$ cat src/rtl/usb_rx_pkg.sv
package usb_rx_pkg;

  localparam int CRC_BYTES = 2;

  typedef enum logic [1:0] {
    HS_NONE  = 2'd0,
    HS_ACK   = 2'd1,
    HS_NAK   = 2'd2,
    HS_STALL = 2'd3
  } hs_e;

  // Stall wins, then any reason to refuse, otherwise accept.
  function automatic hs_e pick_hs(input logic ep_stall, input logic ep_en,
                                  input logic av_empty, input logic rxq_full);
    if (ep_stall) return HS_STALL;
    if (!ep_en || av_empty || rxq_full) return HS_NAK;
    return HS_ACK;
  endfunction

endpackage

$ cat src/rtl/usb_rx_fifo.sv
module usb_rx_fifo #(
  parameter int W     = 8,
  parameter int DEPTH = 4
) (
  input  logic         clk,
  input  logic         rst_n,
  input  logic         push,
  input  logic [W-1:0] wdata,
  input  logic         pop,
  output logic [W-1:0] rdata,
  output logic         empty,
  output logic         full
);
  localparam int AW = (DEPTH > 1) ? $clog2(DEPTH) : 1;
  localparam int CW = $clog2(DEPTH + 1);

  logic [W-1:0]  slots [DEPTH];
  logic [AW-1:0] wr_idx, rd_idx;
  logic [CW-1:0] fill;
  logic          do_push, do_pop;

  function automatic logic [AW-1:0] nxt(input logic [AW-1:0] i);
    return (i == AW'(DEPTH - 1)) ? '0 : i + 1'b1;
  endfunction

  assign empty   = (fill == '0);
  assign full    = (fill == CW'(DEPTH));
  assign do_push = push && !full;
  assign do_pop  = pop && !empty;
  assign rdata   = slots[rd_idx];

  always_ff @(posedge clk) begin
    if (!rst_n) begin
      wr_idx <= '0;
      rd_idx <= '0;
      fill   <= '0;
    end else begin
      if (do_push) wr_idx <= nxt(wr_idx);
      if (do_pop)  rd_idx <= nxt(rd_idx);
      if (do_push && !do_pop)      fill <= fill + 1'b1;
      else if (do_pop && !do_push) fill <= fill - 1'b1;
    end
  end

  always_ff @(posedge clk) begin
    if (do_push) slots[wr_idx] <= wdata;
  end

endmodule

$ cat src/rtl/usb_rx_ctrl.sv
module usb_rx_ctrl
  import usb_rx_pkg::*;
#(
  parameter int NUM_EP    = 12,
  parameter int NUM_BUF   = 32,
  parameter int BUF_BYTES = 64,
  parameter int EP_W      = 4,
  parameter int ID_W      = 5,
  parameter int LEN_W     = 7,
  parameter int ADDR_W    = 11
) (
  input  logic              clk,
  input  logic              rst_n,
  input  logic [NUM_EP-1:0] rx_enable,
  input  logic [NUM_EP-1:0] stall,
  input  logic              pkt_start,
  input  logic [EP_W-1:0]   pkt_ep,
  input  logic              pkt_setup,
  input  logic              byte_valid,
  input  logic [7:0]        byte_data,
  input  logic              pkt_end,
  input  logic              pkt_crc_ok,
  input  logic              av_empty,
  input  logic [ID_W-1:0]   av_head,
  input  logic              rxq_full,
  output logic              mem_we,
  output logic [ADDR_W-1:0] mem_addr,
  output logic [7:0]        mem_wdata,
  output logic              commit,
  output logic [ID_W-1:0]   d_buf,
  output logic [LEN_W-1:0]  d_len,
  output logic [EP_W-1:0]   d_ep,
  output logic              d_setup,
  output logic              taking,
  output logic              hs_valid,
  output logic [1:0]        hs_code
);
  localparam int CNT_W = $clog2(BUF_BYTES + CRC_BYTES + 1) + 1;

  typedef enum logic [1:0] {ST_IDLE, ST_TAKE, ST_DROP} st_e;

  st_e              st;
  logic [ID_W-1:0]  cur_id;
  logic [EP_W-1:0]  cur_ep;
  logic             cur_setup;
  logic [CNT_W-1:0] byte_cnt;
  hs_e              held_hs;
  hs_e              start_hs;
  logic             ep_ok;
  logic             ep_stall, ep_en;

  // Byte address inside the shared packet memory.
  function automatic logic [ADDR_W-1:0] buf_addr(input logic [ID_W-1:0] id,
                                                 input logic [CNT_W-1:0] off);
    return ADDR_W'(id) * ADDR_W'(BUF_BYTES) + ADDR_W'(off);
  endfunction

  // Payload length: bytes seen minus CRC, floored at 0 and capped at a buffer.
  function automatic logic [LEN_W-1:0] data_len(input logic [CNT_W-1:0] n);
    logic [CNT_W-1:0] p;
    if (n <= CNT_W'(CRC_BYTES)) return '0;
    p = n - CNT_W'(CRC_BYTES);
    if (p > CNT_W'(BUF_BYTES)) return LEN_W'(BUF_BYTES);
    return LEN_W'(p);
  endfunction

  assign ep_ok    = (32'(pkt_ep) < NUM_EP);
  assign ep_stall = ep_ok ? stall[pkt_ep] : 1'b0;
  assign ep_en    = ep_ok ? rx_enable[pkt_ep] : 1'b0;
  assign start_hs = pick_hs(ep_stall, ep_en, av_empty, rxq_full);

  assign taking    = (st == ST_TAKE);
  assign mem_we    = byte_valid && taking && (byte_cnt < CNT_W'(BUF_BYTES));
  assign mem_addr  = buf_addr(cur_id, byte_cnt);
  assign mem_wdata = byte_data;

  assign commit  = pkt_end && taking && pkt_crc_ok;
  assign d_buf   = cur_id;
  assign d_len   = data_len(byte_cnt);
  assign d_ep    = cur_ep;
  assign d_setup = cur_setup;

  always_ff @(posedge clk) begin
    if (!rst_n) begin
      st        <= ST_IDLE;
      cur_id    <= '0;
      cur_ep    <= '0;
      cur_setup <= 1'b0;
      byte_cnt  <= '0;
      held_hs   <= HS_NONE;
      hs_valid  <= 1'b0;
      hs_code   <= HS_NONE;
    end else begin
      hs_valid <= 1'b0;
      if (pkt_start) begin
        st        <= (start_hs == HS_ACK) ? ST_TAKE : ST_DROP;
        held_hs   <= start_hs;
        cur_id    <= av_head;
        cur_ep    <= pkt_ep;
        cur_setup <= pkt_setup;
        byte_cnt  <= '0;
      end else if (pkt_end) begin
        st       <= ST_IDLE;
        hs_valid <= (st != ST_IDLE) && pkt_crc_ok;
        hs_code  <= held_hs;
      end else if (byte_valid && st != ST_IDLE && byte_cnt != '1) begin
        byte_cnt <= byte_cnt + 1'b1;
      end
    end
  end

endmodule

$ cat src/rtl/usb_rx_bufmgr.sv
module usb_rx_bufmgr #(
  parameter int NUM_EP    = 12,
  parameter int NUM_BUF   = 32,
  parameter int BUF_BYTES = 64,
  parameter int AV_DEPTH  = 4,
  parameter int RXQ_DEPTH = 4,
  localparam int EP_W   = (NUM_EP > 1) ? $clog2(NUM_EP) : 1,
  localparam int ID_W   = $clog2(NUM_BUF),
  localparam int LEN_W  = $clog2(BUF_BYTES + 1),
  localparam int ADDR_W = $clog2(NUM_BUF * BUF_BYTES)
) (
  input  logic              clk,
  input  logic              rst_n,
  input  logic [NUM_EP-1:0] rx_enable,
  input  logic [NUM_EP-1:0] stall,
  input  logic              av_push,
  input  logic [ID_W-1:0]   av_push_id,
  output logic              av_full,
  input  logic              pkt_start,
  input  logic [EP_W-1:0]   pkt_ep,
  input  logic              pkt_setup,
  input  logic              byte_valid,
  input  logic [7:0]        byte_data,
  input  logic              pkt_end,
  input  logic              pkt_crc_ok,
  output logic              hs_valid,
  output logic [1:0]        hs_code,
  output logic              mem_we,
  output logic [ADDR_W-1:0] mem_addr,
  output logic [7:0]        mem_wdata,
  input  logic              rxq_pop,
  output logic              rxq_valid,
  output logic [ID_W-1:0]   rxq_buf,
  output logic [LEN_W-1:0]  rxq_len,
  output logic [EP_W-1:0]   rxq_ep,
  output logic              rxq_setup,
  output logic              rx_irq
);
  localparam int DESC_W = ID_W + LEN_W + EP_W + 1;

  logic              av_empty;
  logic [ID_W-1:0]   av_head;
  logic              rxq_full, rxq_empty;
  logic              commit, taking;
  logic [ID_W-1:0]   d_buf;
  logic [LEN_W-1:0]  d_len;
  logic [EP_W-1:0]   d_ep;
  logic              d_setup;
  logic [DESC_W-1:0] desc_in, desc_out;

  usb_rx_fifo #(.W(ID_W), .DEPTH(AV_DEPTH)) u_avq (
    .clk(clk), .rst_n(rst_n),
    .push(av_push), .wdata(av_push_id),
    .pop(commit), .rdata(av_head),
    .empty(av_empty), .full(av_full)
  );

  usb_rx_ctrl #(
    .NUM_EP(NUM_EP), .NUM_BUF(NUM_BUF), .BUF_BYTES(BUF_BYTES),
    .EP_W(EP_W), .ID_W(ID_W), .LEN_W(LEN_W), .ADDR_W(ADDR_W)
  ) u_ctrl (
    .clk(clk), .rst_n(rst_n),
    .rx_enable(rx_enable), .stall(stall),
    .pkt_start(pkt_start), .pkt_ep(pkt_ep), .pkt_setup(pkt_setup),
    .byte_valid(byte_valid), .byte_data(byte_data),
    .pkt_end(pkt_end), .pkt_crc_ok(pkt_crc_ok),
    .av_empty(av_empty), .av_head(av_head), .rxq_full(rxq_full),
    .mem_we(mem_we), .mem_addr(mem_addr), .mem_wdata(mem_wdata),
    .commit(commit),
    .d_buf(d_buf), .d_len(d_len), .d_ep(d_ep), .d_setup(d_setup),
    .taking(taking),
    .hs_valid(hs_valid), .hs_code(hs_code)
  );

  assign desc_in = {d_buf, d_len, d_ep, d_setup};

  usb_rx_fifo #(.W(DESC_W), .DEPTH(RXQ_DEPTH)) u_rxq (
    .clk(clk), .rst_n(rst_n),
    .push(commit), .wdata(desc_in),
    .pop(rxq_pop), .rdata(desc_out),
    .empty(rxq_empty), .full(rxq_full)
  );

  assign {rxq_buf, rxq_len, rxq_ep, rxq_setup} = desc_out;
  assign rxq_valid = !rxq_empty;
  assign rx_irq    = !rxq_empty;

endmodule

$ cat config.mk
export PLATFORM = sky130hd
export DESIGN_NAME = usb_rx_bufmgr
export DESIGN_NICKNAME = d
export VERILOG_FILES = /design/src/rtl/usb_rx_pkg.sv /design/src/rtl/usb_rx_fifo.sv /design/src/rtl/usb_rx_ctrl.sv /design/src/rtl/usb_rx_bufmgr.sv
export SDC_FILE = /design/constraint.sdc
export NUM_CORES = 1
export LEC_CHECK = 0
export BUFFER_PORTS_ARGS = -buffer_cell sky130_fd_sc_hd__clkbuf_2
export CELL_PAD_IN_SITES_DETAIL_PLACEMENT = 1
export CELL_PAD_IN_SITES_GLOBAL_PLACEMENT = 1
export CORE_UTILIZATION = 47
export DETAILED_ROUTE_END_ITERATION = 10
export PLACE_DENSITY_LB_ADDON = 0.1
export SLEW_MARGIN = 20
export SYNTH_ARGS = -nofsm -noshare
export SYNTH_HDL_FRONTEND = slang
export SYNTH_SLANG_ARGS = --single-unit
$ cat constraint.sdc
create_clock -name clk -period 2.5 [get_ports clk]
set_input_delay 0.25 -clock clk [delete_from_list [all_inputs] [get_ports clk]]
set_output_delay 0.25 -clock clk [all_outputs]
set_load 0.01 [all_outputs]
* Yosys cells after proc, flatten, opt, wreduce, memory -nomap -nowiden
Memory sizes are Yosys's and may differ from the RTL's. A register that Yosys moved wholly into a read port is not among the register bits.
Index checks and enable logic that the tools add are counted.
** Word-level totals
- Flip-flop bits (word level) :: 34
- Bits in writable memories :: 88
- Input port bits :: 50
- Memories kept :: 2
** Operators by class
- $add $sub $neg :: 11
- Magnitude comparators :: 5
- Equality and inequality tests :: 9
- Mux-type cells :: 37
- Bitwise operators :: 3
- Reductions and logical operators :: 37
** Memory list
- u_rxq.slots :: depth 4, width 17, rd ports 1, clocked after Yosys merged registers in 1, wr ports 1, line usb_rx_fifo.sv:17 : logic [W-1:0] slots [DEPTH];
- u_avq.slots :: depth 4, width 5, rd ports 1, clocked after Yosys merged registers in 1, wr ports 1, line usb_rx_fifo.sv:17
** Operators with widths (number)
- 2-to-1 mux 7 bit :: 4
- 2-to-1 mux 2 bit :: 13
- logical AND 1 bit :: 15
- 2-to-1 mux 1 bit :: 14
- 2-to-1 mux 3 bit :: 4
- adder 11 x 8 -> 11 bit :: 1
- logical NOT 1 bit :: 10
- adder 2 x 1 -> 2 bit (second input constant) :: 4
- adder 8 x 1 -> 8 bit (second input constant) :: 1
- binary-select mux 1 bit (select 4 bit) :: 2
- equality test 2 bit (second input constant) :: 4
- > comparator 8 x 7 -> 1 bit (second input constant) :: 1
- less-or-equal comparator 8 x 2 -> 1 bit (second input constant) :: 1
- < comparator 8 x 7 -> 1 bit (second input constant) :: 1
- inequality test 8 bit (second input constant) :: 1
- nonzero test 2 bit :: 4
- subtractor 8 x 2 -> 8 bit (second input constant) :: 1
- adder 3 x 1 -> 3 bit (second input constant) :: 2
- equality test 3 bit (second input constant) :: 2
- logical NOT 3 bit :: 2
- subtractor 3 x 1 -> 3 bit (second input constant) :: 2
- < comparator 4 x 5 -> 1 bit (second input constant) :: 1
- equality test 2 x 1 -> 1 bit (second input constant) :: 2
- < comparator 4 bit (second input constant) :: 1
- other kinds (5) :: 9

* Depth between registers and ports, before layout
- Word-level depth :: 13
- Depth in mapped cells :: 9
- Depth with buffers taken out :: 9

* By module
From an unflattened synthesis, not the netlist that was laid out.
** Unflattened totals
- Cell total of the unflattened synthesis :: 422
- Area, all modules :: 5968.2 um^2
** By module, submodules not included
- usb_rx_fifo at u_rxq :: times used 1, cells each 140, area each 2972.9 um^2
- usb_rx_ctrl :: times used 1, cells each 203, area each 1785.5 um^2
- usb_rx_fifo at u_avq :: times used 1, cells each 77, area each 1198.6 um^2
- usb_rx_bufmgr :: times used 1, cells each 2, area each 11.3 um^2

* Least setup slack after synthesis
Ideal clock, no wire load.
- Path kind :: reg-to-reg
- Start :: reg u_rxq.fill[0]
- End :: reg u_rxq.fill[2]
- Setup time :: 76 ps
- Data arrival time :: 2146 ps
- Required time :: 2424 ps
- Path slack :: 279 ps
- Cell stages (with the launch flop) :: 9
- Path buffers :: 0
- Cells stage by stage :: dfxtp_1 -> or3_1 -> nand2_1 -> ha_1 -> inv_1 -> fa_1 -> xor2_1 -> or3_1 -> a21boi_0
** On the way
- Longest elaborated chain between the ends :: 6
- Elaborated cells between the ends (all ways) :: 15
- Classes of those cells :: 2 x add/sub; 1 x eq/ne; 2 x mux; 10 x reduce/logical
** Ends and longest elaborated chain
- start, declared :: line usb_rx_fifo.sv:19 : logic [CW-1:0] fill;
- start signal, assigned :: line usb_rx_fifo.sv:40 : if (do_push && !do_pop) fill <= fill + 1'b1;
- start signal, assigned :: line usb_rx_fifo.sv:41 : else if (do_pop && !do_push) fill <= fill - 1'b1;
- logical NOT 3 bit * :: line usb_rx_fifo.sv:26 : assign empty = (fill == '0);
- logical NOT 1 bit *
- net rx_irq :: line usb_rx_bufmgr.sv:37 : output logic rx_irq
- logical AND 1 bit * :: line usb_rx_fifo.sv:29 : assign do_pop = pop && !empty;
- logical NOT 1 bit :: line usb_rx_fifo.sv:40
- logical AND 1 bit :: line usb_rx_fifo.sv:40
- 2-to-1 mux 3 bit / nonzero test 2 bit (equally long branches)
The timed path passes the listed nets; every way through them passes the cells marked *. The select of a mux whose other input is x is not followed.
A chain may end at the register's enable or synchronous reset.

* Worst setup path in the final report
- Start :: reg u_rxq.fill[0]
- End :: reg u_rxq.fill[2]
** On the way
- Longest elaborated chain between the ends :: 6
- Elaborated cells between the ends (all ways) :: 15
- Classes of those cells :: 2 x add/sub; 1 x eq/ne; 2 x mux; 10 x reduce/logical
** Ends and longest elaborated chain
- branches (longest 6 deep; another with subtractor 3 x 1 -> 3 bit)
Parallel ways; which one is timed is not known. The select of a mux whose other input is x is not followed.

==> flow_summary.toml <==
[outcome]
outcome = "completed"

[power_and_ir_drop]
cellInternalPower_uw = 4510
pwr-share-seq_pct = 41.4
switching_power_uw = 1450
vdd_ir_drop_max_v = 0.000442
power-per-cell-area_nw_per_um2 = 856
combPwrFrac_pct = 15.6
switching_share_pct = 24.4
power.clock.fraction_pct = 43.0
p_leak_uw = 0.00264

[synth]
ys_ff_latch = 129
syn_inst = 402
synth_top_family_by_area = "multiplexers"
yosys.area_share.adder_pct = 5.11
syn_area_um2 = 5830
avgSynthCellArea_um2 = 14.5
synthXorXnorAreaFrac_pct = 1.65
synth_cell_type_count = 51
synthSimpleGateAreaFrac_pct = 9.20
synthMuxAreaShare_pct = 13.7
synth_nets = 474
synth_compound_area_share_pct = 6.39
yosysWarnings = 0
seq_area_frac_synth_pct = 59.4

[layout]
antennaDiodeCount = 0
fill_cells = 1206
final_cells = 662
nNetsFinal = 553
area_growth_pct = 19.4
drive_gt1_share_pct = 32.0

[timing]
holdWs_ps = 51.7
relSlewSlack_pct = 39.2
drv_slew = 0
clock_skew_ps = 10.3
final-setup-viol-count = 0
tightest_slew_ps = 911
period_needed_ps = 2410
fmax_mhz = 415
tns_ps = 0
fin_crit_sh_pct = 96.5
hold_viol_final = 0

[grt]
grt_use_total_pct = 20.8
grt_overflow_total = 0
grt_pass1_vias = 3764
grt_pass1_wl_um = 19700
grt_max_degree = 32
antenna_found_initial = 0

[setup_path]
r2r-end = "u_rxq.fill[2]"
crit_end = "u_rxq.fill[2]"
cp-start-kind = "flip-flop"
cp-startpoint = "u_rxq.fill[0]"
worst_ep_required_time_ps = 2840
crit_arrival_ps = 2760
path_class = "flip-flop to flip-flop"
regToRegStartpoint = "u_rxq.fill[0]"
cp-end-kind = "flip-flop"
path_max_fanout = 4
rrSetupSlack_ps = 90
r2r.worst_path.cells = 8

[die]
chipWidth_um = 113
die_area_um2 = 12900
start_util_pct = 48.4
ios = 93
core_area_um2 = 12100
rows = 40
die_y_um = 113

[routing]
drcViolationCount = 0
wl_per_cell_um = 18.4
dr_total_vias = 3528
antenna_left = 0
wl_um = 12200
drtIter0Drc = 169
first_pass_iters = 4
via_per_inst = 5.33

[cts]
clkSinkCount = 129
root_buffer = "clkbuf_16"
cts_tree = "built"
cts_max_level = 4
cts_buffers = 17
cts.clk_slew.worst_paths_ps = 60
ctsHoldBuffers = 0
clk_latency_ps = 420
cts.path.max_buffers = 2
post-cts-setup-buffers = 0
cts.repair.resized = 0

[hold_path]
hold_class = "input port to flip-flop"

[placement]
place_congestion = 0.762
dp_hpwl_um = 8480
io_buffers = 76
dpl.cell_count = 630

[run]
max_cap_violations = 0
worst max-delay path: stages, from the launching register on:
cell and delay, ps:
dfxtp_1 350, or3_1 410, nand2_1 160, ha_1 220, inv_1 80, fa_1 470
xor2_1 180, or3_1 320, a21boi_0 160
power groups by stage:
| stage | Clock (uW) | Sequential, uW | Combinational (uW) |
|---|---|---|---|
| finish | 2570 | 2470 | 929 |
| CTS | 2610 | 2470 | 953 |
| detailed placement | 0 | 2510 | 946 |
| global placement | 0 | 2500 | 918 |
| floorplan | 0 | 2480 | 674 |
| global route | 2700 | 2480 | 1030 |
logic make-up (layout without fill, tap and decap cells):
family,after synthesis,after routing
compound gates,49,49
xor+xnor,11,11
fa+ha+maj,22,22
buf+inv,49,141
flops,129,129
mux,46,46
simple gates,96,96
layer usage:
metal	GRT usage (%)	routed length, um	up-vias
met4	8.68	175	0
met5	0	0	-
met2	35.3	6310	61
met3	5.05	361	17
li1	-	-	1666
met1	25.6	5370	1784
through the flow:
step	total power [uW]	setup slack, ps	cell area [um^2]	util (%)
after floorplan	3160	279	5830	-
after global placement	3420	82.3	6340	52.6
after detailed placement	3460	59.1	6340	52.6
after CTS	6030	20.9	6960	57.7
after global routing	6200	-21.8	6960	57.7
final	5960	88.6	6960	57.7
state kept, by name (all words and copies together) (netlist names), 3 cells and up, named ones only:
| register | flops |
|---|---|
| u_rxq.slots | 68 |
| u_avq.fill | 3 |
| u_ctrl.byte_cnt | 8 |
| u_rxq.fill | 3 |
| u_ctrl.d_ep | 4 |
| u_ctrl.d_buf | 5 |
| u_avq.slots | 20 |
worst min-delay path by stage:
stage / slack (ps) / start / endpoint / depth (start not counted)
2_1_floorplan: 350 / av_push_id[0] / u_avq.slots[0][0] / 0
3_3_place_gp: 460 / u_ctrl.hs_code[1] / u_ctrl.hs_code[1] / 2
3_5_place_dp: 470 / av_push_id[3] / u_avq.slots[3][3] / 1
4_1_cts: 30 / av_push_id[3] / u_avq.slots[3][3] / 1
5_1_grt: 30 / av_push_id[1] / u_avq.slots[2][1] / 1
6_report: 50 / av_push_id[1] / u_avq.slots[3][1] / 1
layout make-up:
type	count	area, um^2	area share [%]
multi-input combinational	224	2110	30.2
clock inverter	14	188	2.69
timing repair buffer	92	500	7.19
clock buffer	18	429	6.16
inverter	17	63.8	0.916
sequential	129	3470	49.8
tap	168	210	3.02
Yosys cell counts (all sizes together):
cell      n  area share, %
edfxtp   88             45
dfxtp    41             14
mux4     27             10
buf      24            3.0
nor2b    20            2.1
ha       19            4.1
mux2i    19            3.3
inv      17            1.1
nand2    17            1.1
nor2     14           0.90
and2     11            1.2
a2111oi   9            1.6
clkbuf    8           0.51
o21ai     8           0.69
a21boi    7           0.90
a21oi     7           0.60
xnor2     7            1.1
nand3     5           0.43
or3       5           0.54
nand2b    4           0.43
nor3      4           0.43
xor2      4           0.60
a21o      3           0.39
fa        3            1.0
nor3b     3           0.39
o31ai     3           0.39
or4       3           0.39
a211o     2           0.30
a311oi    2           0.41
nand3b    2           0.26
nand4     2           0.21
a2111o    1           0.19
a211oi    1           0.13
a31o      1           0.15
a31oi     1           0.11
a32o      1           0.17
a41o      1           0.17
and3      1           0.11
and3b     1           0.15
and4      1           0.19
nand4b    1           0.15
nor4      1           0.11
o21a      1           0.13
o22ai     1           0.11
or2       1           0.11
cell usage in the layout, fill, tap and decap left out, types with 4 or more instances in the layout:
master,instances
and2_1,11
edfxtp_1,88
nand2b_1,4
nor2_1,14
nor2b_1,20
dfxtp_1,38
ha_1,19
or3_1,5
inv_1,17
mux4_2,27
bufinv_16,4
nand2_1,17
a2111oi_0,4
buf_4,16
xor2_1,4
a21oi_1,7
o21ai_0,8
nand3_1,5
mux2i_1,19
clkbuf_16,17
a21boi_0,7
xnor2_1,7
clkbuf_2,76
Power figures use the tool's default switching activity.
